## config.mk

```make
export PLATFORM = sky130hd
export DESIGN_NAME = fb_ctrl_regs
export DESIGN_NICKNAME = d
export VERILOG_FILES = /design/src/rtl/fb_ctrl_regs.sv
export SDC_FILE = /design/constraint.sdc
export NUM_CORES = 1
export LEC_CHECK = 0
export CAP_MARGIN = 20
export CORE_ASPECT_RATIO = 1.75
export CORE_MARGIN = 3
export CORE_UTILIZATION = 31
export DETAILED_ROUTE_END_ITERATION = 10
export GPL_TIMING_DRIVEN = 1
export SYNTH_ARGS = -nofsm -noshare
export SYNTH_HDL_FRONTEND = slang
export SYNTH_SLANG_ARGS = --single-unit
export TNS_END_PERCENT = 1
```

## constraint.sdc

```tcl
create_clock -name clk -period 1.7 [get_ports clk]
set_input_delay 0.17 -clock clk [delete_from_list [all_inputs] [get_ports clk]]
set_output_delay 0.17 -clock clk [all_outputs]
set_load 0.01 [all_outputs]
```

## src/rtl/fb_ctrl_regs.sv

```systemverilog
module fb_ctrl_regs #(
  parameter int AW        = 5,
  parameter int DW        = 8,
  parameter int IRQ_BIT   = 7,
  parameter logic [DW-1:0] STAT_FIXED = 8'h61
) (
  input  logic          clk,
  input  logic          rst_n,
  input  logic          wr_en,
  input  logic [AW-1:0] addr,
  input  logic [DW-1:0] wdata,
  output logic [DW-1:0] rdata,
  input  logic          vsync,
  output logic          irq
);
  localparam int NREG  = 1 << (AW - 1);
  localparam int CTRL  = 0;
  localparam int STAT  = 1;
  localparam int GEN0  = 2;

  logic          in_win;
  logic [AW-2:0] idx;
  logic [DW-1:0] ctrl_q;
  logic          pend_q;
  logic [DW-1:0] gen_q [GEN0:NREG-1];
  logic          stat_wr, vs_hit;

  assign in_win  = addr[AW-1];
  assign idx     = addr[AW-2:0];
  assign stat_wr = wr_en && in_win && (idx == STAT[AW-2:0]);
  assign vs_hit  = vsync && ctrl_q[IRQ_BIT];
  assign irq     = pend_q;

  always_ff @(posedge clk) begin
    if (!rst_n) ctrl_q <= '0;
    else if (wr_en && in_win && idx == CTRL[AW-2:0]) ctrl_q <= wdata;
  end

  always_ff @(posedge clk) begin
    if (!rst_n)      pend_q <= 1'b0;
    else if (vs_hit) pend_q <= 1'b1;
    else if (stat_wr) pend_q <= 1'b0;
  end

  for (genvar g = GEN0; g < NREG; g++) begin : g_gen
    always_ff @(posedge clk) begin
      if (!rst_n) gen_q[g] <= '0;
      else if (wr_en && in_win && idx == g[AW-2:0]) gen_q[g] <= wdata;
    end
  end

  always_comb begin
    rdata = '0;
    if (in_win) begin
      if (idx == CTRL[AW-2:0])      rdata = ctrl_q;
      else if (idx == STAT[AW-2:0]) rdata = STAT_FIXED | (DW'(pend_q) << IRQ_BIT);
      else                          rdata = gen_q[idx];
    end
  end

  assert_set_R3: assert property (@(posedge clk) disable iff (!rst_n)
    (vsync && ctrl_q[IRQ_BIT]) |=> irq);
  assert_noset_R4: assert property (@(posedge clk) disable iff (!rst_n)
    (!irq && !(vsync && ctrl_q[IRQ_BIT])) |=> !irq);
  assert_clear_R5: assert property (@(posedge clk) disable iff (!rst_n)
    (wr_en && addr == AW'(NREG + STAT) && !(vsync && ctrl_q[IRQ_BIT])) |=> !irq);
  assert_hold_R10: assert property (@(posedge clk) disable iff (!rst_n)
    (irq && !(wr_en && addr == AW'(NREG + STAT))) |=> irq);
  assert_status_R7: assert property (@(posedge clk) disable iff (!rst_n)
    (addr == AW'(NREG + STAT)) |-> (rdata == (STAT_FIXED | (DW'(irq) << IRQ_BIT))));
  assert_low_R9: assert property (@(posedge clk) disable iff (!rst_n)
    !addr[AW-1] |-> (rdata == '0));
endmodule

```

======== Word-level counts from Yosys, hierarchy flattened ========
Memories as Yosys holds them, arrays and structs flattened.
Index checks and enable logic that the tools add are counted.
word-level totals
  register bits ........................... 9
  memory bits (writable) .................. 112
  input port bits ......................... 17
  output and inout port bits .............. 9
  logic and storage cells ................. 114
  memories kept ........................... 1
cells by class
  equality and inequality tests ........... 15
  multiplexer cells ....................... 62
  bitwise operators ....................... 14
  reduce and logical (&&, ||, !) cells .... 20
memories
  name   words  width  read ports  clocked after Yosys merged registers in  wr ports  line  text
  gen_q  14     8      1           0                                        14        25    logic [DW-1:0] gen_q [GEN0:NREG-1];
operator list
  kind                                                                    count
  8-bit two-way mux                                                       17
  1-bit two-way mux                                                       45
  4-bit equality test (second input constant)                             8
  1-bit logical AND                                                       18
  4-bit by 3-bit equality test with 1-bit output (second input constant)  4
  1-bit OR                                                                14
  4-bit by 2-bit equality test with 1-bit output (second input constant)  2
  4-bit by 1-bit equality test with 1-bit output (second input constant)  1
  4-bit logical NOT                                                       1
  2-bit nonzero test                                                      1

======== Depth between registers and ports, before layout ========
Gate-level depths: netlist of the first run.
  depth in word-level cells ............... 6
  mapped depth ............................ 7
  gate-level depth less buffers ........... 4

======== Least setup slack after synthesis of the first run ========
OpenSTA, ideal clock, no wires.
  kind .................................... input -> register
  start ................................... in addr[2]
  end ..................................... mem gen_q[15][0], enable pin
  library setup time ...................... 384 ps
  data arrival time ....................... 1382 ps
  data required time ...................... 1316 ps
  setup slack ............................. -66 ps
  stages .................................. 4
  buffers on the path ..................... 2
  cell sequence ........................... buf_2 > buf_1 > nand2_1 > o21ai_0
RTL lines
  what         line  text
  from (decl)  10    input logic [AW-1:0] addr,
  to (decl)    25

======== Worst setup path after layout of the first run ========
  start ................................... mem gen_q[11][0]
  end ..................................... out rdata[0]
on the way
  cells in the longest elaborated chain, start to end .. 4
RTL lines
  what               line  text
  memory 14 x 8 bit  -
  8-bit two-way mux  56    else if (idx == STAT[AW-2:0]) rdata = STAT_FIXED | (DW'(pend_q) << IRQ_BIT);
  8-bit two-way mux  55    if (idx == CTRL[AW-2:0]) rdata = ctrl_q;
  8-bit two-way mux  54    if (in_win) begin
  to (decl)          12    output logic [DW-1:0] rdata,
No other way between the ends.

==> results of run 1 <==
-- area by class of cell --
cell class,instances,area [um2],area share
clock buffers,21,440,0.0594
clock inverters,11,129,0.0174
inverters,4,15.0,0.00203
multi-input cells,278,2190,0.295
flip-flops and latches,121,3540,0.478
well taps,234,293,0.0395
repair buffers,94,802,0.108
-- state kept, by name, summed over array words and instances, names as in the netlist --
name	cells
ctrl_q	8
gen_q	112
irq	1
-- cell families after synthesis --
group	share of synthesized area
AND/OR/NAND/NOR	0.193
flip-flops	0.608
AO/OA/AOI/OAI	0.0548
multiplexers	0.111
buffers and inverters	0.0327
-- worst max-delay path: stages (launching register included) --
cell and delay [ns]:
edfxtp_1 0.38, mux4_2 0.53, a21oi_1 0.21, a31oi_1 0.15
dlygate4sd2_1 0.31
-- where the power goes --
group	internal [mW]	total [mW]	switching, mW
sequential	3.40	3.45	0.0427
clock	2.27	3.48	1.21
combinational	0.316	0.711	0.395
total	5.99	7.64	1.64
-- what timing repair did --
action,4_1_cts,5_1_grt
pin swaps,2,0
cloned,0,0
endpoints found under the hold margin,0,0
hold buffers,0,0
resized for setup,31,8
setup endpoints to repair,44,64
-- cells in the final DEF (no fill, tap or decap), drive strengths merged, types with 8 or more instances in the layout --
cell type / n
dfxtp: 9
clkbuf: 21
o21ai: 18
nor2: 18
nor2b: 14
buf: 73
nand3: 11
mux4: 18
nand2: 22
mux2i: 21
clkdlybuf4s50: 14
edfxtp: 112
and2: 112
clkinv: 8
-- through the flow --
step                      worst slack, ns  hold WS [ns]  utilization
after floorplan                   -0.0660         0.322            -
after global placement             -0.806         0.496        0.371
after detailed placement           -0.827         0.511        0.371
after CTS                          -0.499         0.313        0.405
after global routing               -0.540         0.340        0.407
final                              -0.467         0.330        0.407
-- layer usage --
layer,track usage,part of all wire
met3,0.0311,0.034
met2,0.283,0.55
met4,0.110,0.064
met5,0,0
met1,0.173,0.35
-- path summary, 6_finish.rpt --
path                                   start  cells after the start                     end  slack [ns]
hold reg to reg       ctrl_q[6]$_SDFFE_PN0P_                      2  ctrl_q[6]$_SDFFE_PN0P_        0.52
setup / recovery  gen_q[11][0]$_SDFFCE_PN0P_                      4                rdata[0]       -0.47
hold / removal                         vsync                      3        irq$_SDFFE_PN0P_        0.33
setup reg to reg      ctrl_q[7]$_SDFFE_PN0P_                      4  ctrl_q[7]$_SDFFE_PN0P_        0.86
==> run_results.csv, run 1 <==
group,metric,value,unit
synthesis,async_flop_share,0,
synthesis,synth_cells,429,
layout,stdcell_count,763,
drt,num_vias,3766,
cts,cts_tree,"yes",
timing,rsz0062_at_grt,"yes",
cts,cts_buffers,17,
synthesis,syn_nets,446,
layout,diodes,0,
worst_setup_path,cp_max_fo,1,
layout,fin_area,7410,um2
cts,path_clk_slew,0.05,ns
synthesis,synthesis.area,5820,um2
drt,wl_per_cell,20.2,um
pwr,p_leak,2.78,nW
timing,slew_viol_final,0,
synthesis,synth_area_leaders,"edfxtp_1 (58%), and2_1 (12%), mux4_2 (7.0%), mux2i_1 (3.6%), dfxtp_1 (3.1%)",
placed_design,gp_congestion,0.955,
layout,layout.nets,533,
timing,final.setup.tns,-3.51,ns
placed_design,dp_hpwl,11200,um
die,core,18200,um2
layout,fillers,1736,
synthesis,synth_top_cell_by_area,"edfxtp_1",
grt,grt_pass1_vias,4114,
timing,finalSetupViolCount,8,
run,maxCapViolCount,0,
die,pin_count,26,
pwr,power,7.64,mW
die,die_y,187,um
drt,via_per_inst,4.94,
die,fp.dieW,110,um
synthesis,synthDistinctLibCells,42,
synthesis,syn_area_per_cell,13.6,um2
grt,grt_usage,0.163,
timing,relSlewSlack,0.609,
drt,drt-initial-drc-count,217,
worst_setup_path,critPathRequiredTime,1.53,ns
status,violations,"setup timing",
worst_setup_path,worstSetupStartpointType,"flop",
cts,clock_sinks,121,
synthesis,yosysWarningCount,0,
cts,postCtsSetupBuffers,0,
synthesis,synth_seq_area_share,0.608,
grt,grt_max_degree,22,
timing,finClkSkew,0.0000197,ns
worst_setup_path,path_class,"flop to primary output",
synthesis,synth_top_area_frac,0.577,
synthesis,synth-edff-count,112,
drt,drc,0,
synthesis,synth_flop_cell,"edfxtp_1",
pwr,p_per_area,1030,nW/um2
worst_setup_path,cp.arrival,2.00,ns
layout,area_growth,27.2,%
drt,antenna_left,0,
cts,h-tree-depth,4,
synthesis,synth-seq-cells,121,
placed_design,portBuffers,25,
pwr,ir_worst_vdd,0.577,mV
status,status,"finished with violations",
placed_design,place_inst,731,
drt,drt_wl_total,15400,um
grt,grt_pass1_wl,24100,um
timing,report.final.hold_viol_count,0,
die,rows,65,
timing,finalCritPeriodShare,1.27,
timing,max_freq,461,MHz
cts,clock_path_buffers,2,
die,start_util,0.320,
cts,worstSkewPairLatency,0.41,ns
timing,fin_ws,-0.467,ns
placed_design,dpl_cell_area,6760,um2
die,die-area,20500,um2
layout,drive_gt1_frac,0.282,
drt,dr.pass1.iters,4,
grt,grt_overflow,0,
timing,tightest_slew,0.585,ns
worst_setup_path,worst_setup_path_end_kind,"primary output",
grt,antenna_found_initial,0,
timing,final.min_clock_period,2.17,ns
cts,cts_root_buf,"clkbuf_16",
synthesis,yosys-top-cells-count,"and2_1 (112), edfxtp_1 (112), nand2_1 (22), mux2i_1 (21)",
worst_hold_path,hold_path_class,"input port to flop",
Note: power is estimated with default switching activity, not from simulation.
==> inputs of run 2 (changes only) <==
--- a/config.mk
+++ b/config.mk
@@ -5,6 +5,7 @@
 export SDC_FILE = /design/constraint.sdc
 export NUM_CORES = 1
 export LEC_CHECK = 0
+export ABC_AREA = 0
 export CAP_MARGIN = 20
 export CORE_ASPECT_RATIO = 1.75
 export CORE_MARGIN = 3
==> results of run 2 <==
Same layout as run 1: the final DEF is identical, and so are final timing and power.
